$ cat config.mk
export PLATFORM = sky130hd
export DESIGN_NAME = stream_stop_seq
export DESIGN_NICKNAME = d
export VERILOG_FILES = /design/src/rtl/sss_pkg.sv /design/src/rtl/sss_byte_ctr.sv /design/src/rtl/sss_busy_sync.sv /design/src/rtl/sss_ctrl.sv /design/src/rtl/stream_stop_seq.sv
export SDC_FILE = /design/constraint.sdc
export NUM_CORES = 1
export LEC_CHECK = 0
export BUFFER_PORTS_ARGS = -buffer_cell sky130_fd_sc_hd__buf_4
export CAP_MARGIN = 20
export CORE_MARGIN = 5
export CORE_UTILIZATION = 46
export CTS_CLUSTER_DIAMETER = 200
export CTS_CLUSTER_SIZE = 20
export DETAILED_ROUTE_END_ITERATION = 12
export PLACE_DENSITY = 0.75
export SYNTH_ARGS = -nofsm -noshare
export SYNTH_HDL_FRONTEND = slang
export SYNTH_SLANG_ARGS = --single-unit
$ cat constraint.sdc
create_clock -name clk -period 3.7 [get_ports clk]
set_input_delay 0.555 -clock clk [delete_from_list [all_inputs] [get_ports clk]]
set_output_delay 0.555 -clock clk [all_outputs]
set_load 0.01 [all_outputs]
$ cat src/rtl/sss_pkg.sv
package sss_pkg;
   typedef enum logic [2:0] {
      ST_IDLE,
      ST_STREAM,
      ST_STOP_READY,
      ST_OVERLAP,
      ST_DATA_DONE,
      ST_WAIT_BUSY,
      ST_FINISHED
   } seq_state_e;
endpackage

$ cat src/rtl/sss_byte_ctr.sv
// Countdown of bytes still to be sent in the current stream.
module sss_byte_ctr #(
   parameter int CNT_W    = 16,
   parameter int READY_AT = 10,
   parameter int OVERLAP  = 6
) (
   input  logic             clk,
   input  logic             rst_n,
   input  logic             load,
   input  logic [CNT_W-1:0] load_val,
   input  logic             dec,
   output logic             at_ready,
   output logic             at_overlap,
   output logic             is_zero
);
   localparam logic [CNT_W-1:0] READY_V   = CNT_W'(READY_AT);
   localparam logic [CNT_W-1:0] OVERLAP_V = CNT_W'(OVERLAP);

   logic [CNT_W-1:0] rem_q;

   always_ff @(posedge clk or negedge rst_n) begin
      if (!rst_n)                   rem_q <= '0;
      else if (load)                rem_q <= load_val;
      else if (dec && rem_q != '0)  rem_q <= rem_q - 1'b1;
   end

   assign at_ready   = (rem_q <= READY_V);
   assign at_overlap = (rem_q <= OVERLAP_V);
   assign is_zero    = (rem_q == '0);
endmodule

$ cat src/rtl/sss_busy_sync.sv
// Synchronizer for the card busy line; STAGES = 0 passes it straight through.
module sss_busy_sync #(
   parameter int STAGES = 2
) (
   input  logic clk,
   input  logic rst_n,
   input  logic busy_n_in,
   output logic busy_n_out
);
   generate
      if (STAGES == 0) begin : g_bypass
         assign busy_n_out = busy_n_in;
      end else begin : g_chain
         logic [STAGES-1:0] sh_q;
         always_ff @(posedge clk or negedge rst_n) begin
            if (!rst_n) sh_q <= '1;
            else begin
               sh_q[0] <= busy_n_in;
               for (int i = 1; i < STAGES; i++) sh_q[i] <= sh_q[i-1];
            end
         end
         assign busy_n_out = sh_q[STAGES-1];
      end
   endgenerate
endmodule

$ cat src/rtl/sss_ctrl.sv
// Phase controller: stream, stop launch, data end, card programming.
module sss_ctrl
   import sss_pkg::*;
(
   input  logic clk,
   input  logic rst_n,
   input  logic run_en,
   input  logic start,
   input  logic host_clear,
   input  logic cmd_loaded,
   input  logic byte_sent,
   input  logic at_ready,
   input  logic at_overlap,
   input  logic is_zero,
   input  logic busy_n_s,
   output logic ctr_load,
   output logic ctr_dec,
   output logic tx_stall,
   output logic cmd_start,
   output logic irq_stop_ready,
   output logic irq_data_done,
   output logic irq_prog_done
);
   seq_state_e st_q, st_d;
   logic       loaded_q;
   logic       go_cmd;
   logic       accepting;

   always_comb begin
      st_d   = st_q;
      go_cmd = 1'b0;
      unique case (st_q)
         ST_IDLE:       if (start)      st_d = ST_STREAM;
         ST_STREAM:     if (at_ready)   st_d = ST_STOP_READY;
         ST_STOP_READY: if (at_overlap && loaded_q) begin
                           st_d   = ST_OVERLAP;
                           go_cmd = 1'b1;
                        end
         ST_OVERLAP:    if (is_zero)    st_d = ST_DATA_DONE;
         ST_DATA_DONE:  if (!busy_n_s)  st_d = ST_WAIT_BUSY;
         ST_WAIT_BUSY:  if (busy_n_s)   st_d = ST_FINISHED;
         ST_FINISHED:   st_d = ST_FINISHED;
         default:       st_d = ST_IDLE;
      endcase
   end

   // Bytes are taken only where the countdown cannot jump past a boundary.
   assign accepting = (st_q == ST_STREAM     && !at_ready)   ||
                      (st_q == ST_STOP_READY && !at_overlap) ||
                      (st_q == ST_OVERLAP);
   assign tx_stall  = (st_q == ST_STOP_READY && at_overlap) ||
                      (st_q == ST_STREAM     && at_ready);
   assign ctr_load  = (st_q == ST_IDLE) && start && run_en && !host_clear;
   assign ctr_dec   = run_en && byte_sent && accepting && !is_zero && !host_clear;

   always_ff @(posedge clk or negedge rst_n) begin
      if (!rst_n) begin
         st_q           <= ST_IDLE;
         loaded_q       <= 1'b0;
         cmd_start      <= 1'b0;
         irq_stop_ready <= 1'b0;
         irq_data_done  <= 1'b0;
         irq_prog_done  <= 1'b0;
      end else if (host_clear) begin
         st_q           <= ST_IDLE;
         loaded_q       <= 1'b0;
         cmd_start      <= 1'b0;
         irq_stop_ready <= 1'b0;
         irq_data_done  <= 1'b0;
         irq_prog_done  <= 1'b0;
      end else begin
         cmd_start <= run_en && go_cmd;
         if (st_q == ST_IDLE)                            loaded_q <= 1'b0;
         else if (st_q == ST_STOP_READY && cmd_loaded)   loaded_q <= 1'b1;
         if (run_en) begin
            st_q <= st_d;
            if (st_d == ST_STOP_READY && st_q != ST_STOP_READY) irq_stop_ready <= 1'b1;
            if (st_d == ST_DATA_DONE  && st_q != ST_DATA_DONE)  irq_data_done  <= 1'b1;
            if (st_d == ST_FINISHED   && st_q != ST_FINISHED)   irq_prog_done  <= 1'b1;
         end
      end
   end
endmodule

$ cat src/rtl/stream_stop_seq.sv
// Top: ties the countdown, busy synchronizer and phase controller together.
module stream_stop_seq #(
   parameter int CNT_W         = 16,
   parameter int OVERLAP_BYTES = 6,
   parameter int SETUP_LAT     = 4,
   parameter int SYNC_STAGES   = 2
) (
   input  logic             clk,
   input  logic             rst_n,
   input  logic             run_en,
   input  logic             start,
   input  logic [CNT_W-1:0] total_bytes,
   input  logic             byte_sent,
   output logic             tx_stall,
   input  logic             cmd_loaded,
   input  logic             card_busy_n,
   input  logic             host_clear,
   output logic             cmd_start,
   output logic             irq_stop_ready,
   output logic             irq_data_done,
   output logic             irq_prog_done
);
   localparam int READY_AT = OVERLAP_BYTES + SETUP_LAT;

   generate
      if (CNT_W < 4 || CNT_W > 32) begin : g_bad_width
         $error("stream_stop_seq: CNT_W must lie in 4..32");
      end
      if (OVERLAP_BYTES < 1) begin : g_bad_overlap
         $error("stream_stop_seq: OVERLAP_BYTES must be at least 1");
      end
      if (SETUP_LAT < 0 || READY_AT >= (2 ** CNT_W)) begin : g_bad_lat
         $error("stream_stop_seq: ready threshold does not fit the counter");
      end
      if (SYNC_STAGES < 0 || SYNC_STAGES > 4) begin : g_bad_sync
         $error("stream_stop_seq: SYNC_STAGES must lie in 0..4");
      end
   endgenerate

   logic ctr_load, ctr_dec;
   logic at_ready, at_overlap, is_zero;
   logic busy_n_s;

   sss_byte_ctr #(
      .CNT_W   (CNT_W),
      .READY_AT(READY_AT),
      .OVERLAP (OVERLAP_BYTES)
   ) u_ctr (
      .clk       (clk),
      .rst_n     (rst_n),
      .load      (ctr_load),
      .load_val  (total_bytes),
      .dec       (ctr_dec),
      .at_ready  (at_ready),
      .at_overlap(at_overlap),
      .is_zero   (is_zero)
   );

   sss_busy_sync #(
      .STAGES(SYNC_STAGES)
   ) u_sync (
      .clk       (clk),
      .rst_n     (rst_n),
      .busy_n_in (card_busy_n),
      .busy_n_out(busy_n_s)
   );

   sss_ctrl u_ctrl (
      .clk           (clk),
      .rst_n         (rst_n),
      .run_en        (run_en),
      .start         (start),
      .host_clear    (host_clear),
      .cmd_loaded    (cmd_loaded),
      .byte_sent     (byte_sent),
      .at_ready      (at_ready),
      .at_overlap    (at_overlap),
      .is_zero       (is_zero),
      .busy_n_s      (busy_n_s),
      .ctr_load      (ctr_load),
      .ctr_dec       (ctr_dec),
      .tx_stall      (tx_stall),
      .cmd_start     (cmd_start),
      .irq_stop_ready(irq_stop_ready),
      .irq_data_done (irq_data_done),
      .irq_prog_done (irq_prog_done)
   );
endmodule

[Yosys cells after proc, flatten, opt, wreduce, memory -nomap -nowiden]
Index checks and enable logic that the tools add are counted.
Word-level totals
  flip-flop bits (word level): 26
  output and inout port bits: 5
Operators by class
  $lt $le $gt $ge: 2
  multiplexer cells: 26
  equality and inequality tests: 12
  reduce and logical (&&, ||, !) cells: 37
  add/sub/neg operators: 1
Operators by type and width (count)
  16-bit two-way mux: 2
  3-bit two-way mux: 8
  3-bit case mux with 7 select lines: 1
  1-bit logical AND: 18
  16-bit by 3-bit less-or-equal comparator with 1-bit output (second input constant): 1
  16-bit by 4-bit less-or-equal comparator with 1-bit output (second input constant): 1
  16-bit logical NOT: 1
  16-bit nonzero test: 1
  16-bit by 1-bit subtractor with 16-bit output (second input constant): 1
  3-bit == test (second input constant): 5
  1-bit two-way mux: 15
  2-bit nonzero test: 5
  3-bit by 2-bit == test with 1-bit output (second input constant): 3
  3-bit inequality test (second input constant): 2
  2-bit AND reduction: 3
  1-bit logical NOT: 4
  3-bit by 1-bit == test with 1-bit output (second input constant): 1
  3-bit logical NOT: 1
  1-bit logical OR: 3
  3-bit by 2-bit inequality test with 1-bit output (second input constant): 1
  3-bit nonzero test: 1

[Longest topological paths before layout]
Gate-level depths: netlist of the first run.
  depth after elaboration: 11
  gate-level depth with buffers: 9

[Cells and area by module]
A second synthesis of the first run with hierarchy kept.
Unflattened totals
  cell total of the unflattened synthesis: 189
  area, all modules: 1672.9 um^2
By module, submodules not included
  sss_byte_ctr: cells an instance 126, times used 1, seq. area each 400.4 um^2, area an instance 1112.3 um^2
  sss_ctrl: cells an instance 61, times used 1, seq. area each 200.2 um^2, area an instance 508.0 um^2
  sss_busy_sync: cells an instance 2, times used 1, seq. area each 52.6 um^2, area an instance 52.6 um^2

[Least setup slack after synthesis of the first run]
No wires, ideal clock.
  path kind: register to output
  from: register u_ctr.rem_q[7]
  to: output port tx_stall
  data arrival time: 1.595 ns
  setup slack: 1.550 ns
  cell stages (with the launch flop): 5
  path buffers: 0
  cell sequence: dfrtp_1 -> or4_4 -> nor4_4 -> nand2_1 -> nor2_1
On the way
  cells in the longest elaborated chain, start to end: 3
Ends and longest elaborated chain
  start: declaration: RTL line sss_byte_ctr.sv:19  | logic [CNT_W-1:0] rem_q;
  start signal: assignment: RTL line sss_byte_ctr.sv:23  | else if (load) rem_q <= load_val;
  start signal: assignment: RTL line sss_byte_ctr.sv:24  | else if (dec && rem_q != '0) rem_q <= rem_q - 1'b1;
  16-bit by 3-bit less-or-equal comparator with 1-bit output / 16-bit by 4-bit less-or-equal comparator with 1-bit output (equally long branches): RTL line sss_byte_ctr.sv:28, sss_byte_ctr.sv:27
  1-bit logical AND, on equally long branches: RTL line sss_ctrl.sv:51, sss_ctrl.sv:52
  1-bit logical OR (*): RTL line sss_ctrl.sv:51  | assign tx_stall = (st_q == ST_STOP_READY && at_overlap) ||
  end: declaration: RTL line stream_stop_seq.sv:14  | output logic tx_stall,
Mark *: on every way between the ends. The rest lies on a longest branch, timed or not.

[Worst setup path in the final report of the first run]
Ends and elaborated chain as after synthesis.

==> results.md, run 1 <==
* Synth-to-layout area growth at 14.85%
* Crit Reg-Reg Startpoint: u_ctr.rem_q[7]$_DFFE_PN0P_
* H-tree Lvls at 1
* Final hold vios at 0
* Fin worst setup slack at 0.9803 ns
* Syn_nets at 207
* Reg2reg end: u_ctr.rem_q[5]$_DFFE_PN0P_
* Initial Utilization at 48.47%
* Gr usage total at 13.93%
* CTS tree: built
* Layout Skew at 0.006565 ns
* Drt pass-1 iters at 4
* Most frequent cells in the layout: buf_4 (29), nor2_1 (27), dfrtp_1 (24)
* EDFF count, synth at 0
* Syn Area/Cell at 9.127 um2
* Number of global-route vias before repair at 1293
* Fmax at 367.7 MHz
* I/O Buffers at 28
* Reg area at 653.1 um2
* Max Slew Vio Count at 0
* Pre-CTS WS at 1.266 ns
* Maximum fanout along the worst path at 5
* Relative slew slack at 58.55%
* Clock Pin Slew Worst Setup and Hold Paths at 0.14 ns
* Antenna violations before repair at 0
* Buffers inserted by post-CTS timing repair at 0
* Post-Syn Area at 1643 um2
* Top FF cell, synth: dfrtp_1
* Critical Path RT at 3.14 ns
* Leak Pwr at 0.7839 nW
* Max Cap Violations at 0
* Grt ovf at 0
* First-pass GRT wire length at 5.699 mm
* DRC Markers at 0
* Fin util at 55.67%
* CP Data Arrival Time at 2.16 ns
* Setup TNS at 0 ns
* RePlAce Congestion at 0.8448
* Diode count at 0
* Status: complete, no violations
* Startpoint types: flop
* Number of gates resized after cts at 0
* Routed wire length per instance at 13.03 um
* Critical Path Start: u_ctr.rem_q[7]$_DFFE_PN0P_
* Share of layout cells above drive strength 1 at 24.63%
* Vias/cell at 5.369
* CTS Root Buffer Type: clkbuf_4
* Commonest non-fill, non-tap cell in the layout: buf_4
* DR vias at 1337
* Worst Setup EP: tx_stall
* Non-filler instance count after layout at 249
* Die area at 4866 um2
* DIE HEIGHT at 69.76 um
* Number of fillers in the final layout at 313
* Worst setup EP type: primary output
* Dpl hpwl at 2.448 mm
* RSZ-0062 raised after global routing: false
* Worst Reg-to-Reg Cells at 6
* Cell Pwr Density at 433.8 nW/um2
* Reg2Reg Setup Slack at 1.26 ns
* Final Critical Period at 2.720 ns
* DRT Wirelength at 3.244 mm
* Fin crit share at 73.50%
* Boundary Pins at 29
* Worst VDD drop at 0.0001828 V
* Post-synthesis async set-or-reset flop share at 100.0%
* Largest net degree at the start of global routing at 30
* Worst-Skew Late Latency at 0.31 ns
* Overall power at 0.8185 mW
* Number of core rows at 21
* Yosys reg bits at 26
* Clock sink count at 26
* Initial DRC count at 110
* Placed insts at 245
* Crit Path Category: flop to primary output
* CTS buffer count at 3
* Die X at 69.76 um
* ANT nets after route at 0
* # hold bufs at CTS at 0
* Worst Tran Pin Value at 0.6217 ns
* Min-Delay Path Class: input pin to async pin
* Final #Nets at 231
* Setup Viol. Count Final at 0
* Syn Inst Count at 180
* Synth cell types at 51
* Synth warnings at 0
* Multi-input gate area in the final layout at 899.6 um2
* Max clock buf depth at 2
* Register area share after synthesis at 39.76%
* Placeable core area at 3390 um2
-- routing by layer --
layer  global-route usage [%]  vias to the layer above  share of wire (%)
met2                    23.29                       25                 48
met5                        0                        -                  0
li1                         -                      686                  -
met3                    2.319                        2                4.4
met4                    4.043                        0               0.55
met1                    18.40                      624                 47
-- registers in the layout, indices dropped and copies added (netlist names) --
register	flops
u_ctrl.st_q	3
u_ctrl.cmd_start	1
u_ctrl.loaded_q	1
u_ctr.rem_q	16
u_sync.g_chain.sh_q	2
u_ctrl.irq_data_done	1
u_ctrl.irq_stop_ready	1
u_ctrl.irq_prog_done	1
-- cells by family after synthesis --
family | after synthesis | share of synthesized area (%)
simple gates | 84 | 28.94
fa+ha+maj | 3 | 2.285
mux | 4 | 2.666
flops | 26 | 39.76
compound gates | 33 | 13.40
buf+inv | 16 | 5.483
xor+xnor | 14 | 7.464
-- synth_stat cells (2+ instances only) --
cell type	number	area [um2]
nand4_1	3	18.77
and2_1	3	18.77
o21ai_0	2	10.01
clkbuf_1	5	18.77
a31oi_1	2	12.51
or4_1	2	15.01
nor2_1	27	101.4
dfrtp_1	24	600.6
xnor2_1	3	26.28
nand2_1	6	22.52
nor2b_1	2	12.51
a21oi_1	16	80.08
xor2_1	11	96.34
nor4_4	2	42.54
nand3_1	13	65.06
nor3_1	11	55.05
dfstp_2	2	52.55
buf_6	2	22.52
inv_1	6	22.52
mux2_2	3	33.78
ha_1	3	37.54
a211oi_1	3	22.52
-- worst max-delay path, cell delays in order, from the launching register on --
cell and delay, ns:
dfrtp_1 0.45, or4_4 0.61, nor4_4 0.42, nand2_1 0.10
nor2_1 0.13, buf_4 0.14
-- metrics by stage --
stage	instance area (um2)	hold slack (ns)
after global placement	1851	0.3466
after detailed placement	1851	0.3468
after CTS	1887	0.1133
final	1887	0.1131
after floorplan	1643	0.2594
after global routing	1887	0.1329
-- cell type report --
class / instances / area share [%]
clock buffers: 4 / 1.923
inverters: 6 / 1.194
flip-flops and latches: 26 / 34.62
multi-input cells: 138 / 47.68
well taps: 46 / 3.050
repair buffers: 29 / 11.54
-- report_power, final --
| part | internal, mW | leakage (nW) | switching, mW | total [mW] |
|---|---|---|---|---|
| Combinational | 0.119 | 0.453 | 0.123 | 0.242 |
| Clock | 0.0601 | 0.0210 | 0.0810 | 0.141 |
| Sequential | 0.348 | 0.310 | 0.0869 | 0.435 |
-- how the worst min path moves through the flow --
stage	from	end	slack [ns]	cells after the start
floorplan	rst_n	u_ctr.rem_q[0]$_DFFE_PN0P_	0.26	0
finish	rst_n	u_ctr.rem_q[2]$_DFFE_PN0P_	0.11	1
CTS	rst_n	u_ctr.rem_q[2]$_DFFE_PN0P_	0.11	1
global route	rst_n	u_ctrl.cmd_start$_DFF_PN0_	0.13	1
detailed placement	u_sync.g_chain.sh_q[0]$_DFF_PN1_	u_sync.g_chain.sh_q[1]$_DFF_PN1_	0.35	0
global placement	u_sync.g_chain.sh_q[0]$_DFF_PN1_	u_sync.g_chain.sh_q[1]$_DFF_PN1_	0.35	0
(Power assumes the default switching activity.)
==> run 2, diff against run 1 <==
Settings changed: ABC_AREA set to 1, PLACE_DENSITY 0.75 to 0.74.
Clock period 3.7 ns to 2.55 ns, I/O delays scaled along.
==> run 2 against run 1 <==
The flow now finishes with violations (hold timing). Wire length increased by 32%. Non-clock buffer count unchanged. Synthesized cell count increased by 59%. First-iteration DRC count rose by 63%. Setup slack worse by 0.50 ns. Utilization fell by 0.80 points. Synthesized area grew 15%. Final cell count is 46% higher. Sequential share of layout area is 4.9 points lower. Worst hold slack got worse by 0.12 ns. Critical path depth up 4. Largest cell class unchanged. Largest power group is now combinational logic.
==> results.md, run 2 <==
* Yosys reg bits at 26
* Sequential share of power at 34.2%
* Fin crit share at 81.14%
* Startpoint types: flop
* Max clock buf depth at 2
* DRT Wirelength at 4.273 mm
* Maximum fanout along the worst path at 6
* Worst setup EP type: primary output
* Number of fillers in the final layout at 409
* Final #Nets at 341
* Internal at 1.118 mW
* Setup Viol. Count Final at 0
* Share of layout cells above drive strength 1 at 17.57%
* Initial DRC count at 179
* Clock Pin Slew Worst Setup and Hold Paths at 0.10 ns
* RSZ-0062 raised after global routing: false
* Routed wire length per instance at 11.77 um
* Failing checks: hold timing
* Clock sink count at 26
* Die X at 74 um
* Slowest stage cell, crit path: dfrtp_1
* Post-synthesis async set-or-reset flop share at 100.0%
* Number of core rows at 23
* Status: finished, violations left
* Switch Pwr at 0.9090 mW
* Buffers plus inverters on the worst setup path at 4
* Buffers inserted by post-CTS timing repair at 0
* RePlAce Congestion at 0.8371
* Critical path's largest stage delay at 0.41 ns
* Relative slew slack at 71.15%
* Cell Pwr Density at 923.6 nW/um2
* Number of global-route vias before repair at 1717
* Cell with the most instances after synthesis: nand2_1
* CTS Root Buffer Type: clkbuf_8
* Largest register FFs at 16
* Most frequent cells in the layout: nand2_1 (92), inv_1 (37), nand3_1 (34)
* CP Data Arrival Time at 1.69 ns
* Setup TNS at 0 ns
* Synth-to-layout area growth at 16.47%
* Max Cap Violations at 0
* ANT nets after route at 0
* Fin util at 54.86%
* CTS buffer count at 3
* DIE HEIGHT at 74 um
* Final hold vios at 11
* Clk pwr share at 17.3%
* Crit path max-delay family: buffers and inverters
* Vias/cell at 5.069
* Gr usage total at 16.50%
* Largest net degree at the start of global routing at 28
* DR vias at 1840
* Worst VDD drop at 0.0004100 V
* Hold slack final at -0.003482 ns
* DRC Markers at 0
* Comb power frac at 48.6%
* Worst-path cell chain: inv_1, ha_1, inv_1, nand3_1, nand2_1, inv_1, nand2_2, o21ai_0, buf_4
* Min-Delay Path Class: input pin to async pin
* Syn Area/Cell at 6.588 um2
* Critical Path Start: u_ctr.rem_q[0]$_DFFE_PN0P_
* Syn_nets at 313
* Fmax at 483.3 MHz
* Worst-Skew Late Latency at 0.28 ns
* Placeable core area at 4000 um2
* Top reg by flops: u_ctr.rem_q
* Dpl hpwl at 3.189 mm
* Diode count at 0
* Die area at 5476 um2
* Synth top cells by count: nand2_1 (92), inv_1 (37), nand3_1 (34)
* Final Critical Period at 2.069 ns
* Syn Inst Count at 286
* EDFF count, synth at 0
* Worst Tran Pin Value at 0.4294 ns
* Critical Path RT at 2.17 ns
* Crit Reg-Reg Startpoint: u_ctr.rem_q[0]$_DFFE_PN0P_
* Crit-path most repeated cell: inv_1
* Grt ovf at 0
* H-tree Lvls at 1
* Reg2Reg Setup Slack at 0.64 ns
* Register area share after synthesis at 34.66%
* Boundary Pins at 29
* Synth area leader: dfrtp_1
* First-pass GRT wire length at 7.245 mm
* Synth area leaders: dfrtp_1 (32%), nand2_1 (18%), nand3_1 (9.0%), inv_1 (7.4%), o21ai_0 (5.3%)
* Post-Syn Area at 1884 um2
* Top-area cell type share of the netlist area at 31.87%
* CTS tree: built
* # hold bufs at CTS at 0
* Leak Pwr at 1.196 nW
* Top FF cell, synth: dfrtp_1
* Crit Path Category: flop to primary output
* Antenna violations before repair at 0
* Max Slew Vio Count at 0
* Drt pass-1 iters at 4
* Synth cell types at 27
* Synth warnings at 0
* Initial Utilization at 47.11%
* Commonest non-fill, non-tap cell in the layout: nand2_1
* I/O Buffers at 28
* Switching portion of total power at 44.84%
* Number of gates resized after cts at 0
* Layout Skew at 0.004570 ns
* Largest registers: u_ctr.rem_q x16, u_ctrl.st_q x3, u_sync.g_chain.sh_q x2
## run 2: cell types whose count changed in the layout (fill, tap and decap cells not counted), moves of 4 or more
cell     previous run  this run
nand2_1             6        92
inv_1               6        37
nand3_1            13        34
o21ai_0             2        20
a21oi_1            16         5
xor2_1             11         3
nor3_1             11         5
nand3_2             0         4
nor2_4              0         4
## run 2: path summary, 6_finish.rpt
| path | endpoint | depth (start not counted) |
|---|---|---|
| hold reg to reg | u_sync.g_chain.sh_q[1]$_DFF_PN1_ | 0 |
| setup reg to reg | u_ctr.rem_q[14]$_DFFE_PN0P_ | 11 |
| hold / removal | u_ctrl.irq_stop_ready$_DFFE_PN0P_ | 1 |
| min in group clk | u_sync.g_chain.sh_q[0]$_DFF_PN1_ | 1 |
| max in group asynchronous | u_sync.g_chain.sh_q[0]$_DFF_PN1_ | 1 |
| setup / recovery | tx_stall | 9 |
## run 2: layout make-up
type	count	area [um2]	share of cell area [%]
repair buffers	29	217.7	9.920
flip-flops and latches	26	653.1	29.76
multi-input cells	214	1040	47.38
clock buffers	3	41.29	1.881
well taps	50	62.56	2.851
clock inverters	1	30.03	1.368
inverters	40	150.1	6.842
## run 2: per-stage QoR
step	setup slack, ns	cell area (um2)	total power [mW]	hold slack, ns	instances
after detailed placement	0.6480	2123	1.681	0.3155	359
after global routing	0.3167	2195	2.210	0.02202	363
final	0.4808	2195	2.027	-0.003482	363
after CTS	0.4730	2195	2.038	0.007543	363
after global placement	0.6699	2123	1.657	0.3115	359
after floorplan	0.9810	1884	1.456	0.08691	286
## run 2: cell families (layout without fill, tap and decap cells)
group                      count (synthesis)  after routing  share of synthesized area (%)
DFF                                       26             26                          34.66
AOI/OAI and AO/OA                         28             28                          7.769
and+or+nand+nor                          179            179                          43.56
xor gates and xnor gates                   4              4                          1.860
buffers and inverters                     46             73                          10.16
adders and majority gates                  3              3                          1.992
## run 2: power groups by stage
stage                     Sequential [mW]  Combinational, mW  Clock, mW
final                               0.692              0.985      0.350
after global placement              0.697              0.961          0
after CTS                           0.690              0.991      0.357
after floorplan                     0.662              0.795          0
after global routing                0.711               1.13      0.368
after detailed placement            0.698              0.983          0
## run 2: per-layer routing
| metal | GRT usage (%) | part of all wire, % | vias to the layer above |
|---|---|---|---|
| met1 | 21.88 | 47 | 840 |
| met2 | 27.85 | 47 | 41 |
| li1 | - | - | 952 |
| met3 | 2.838 | 4.5 | 7 |
| met5 | 0 | 0 | - |
| met4 | 4.427 | 1.3 | 0 |
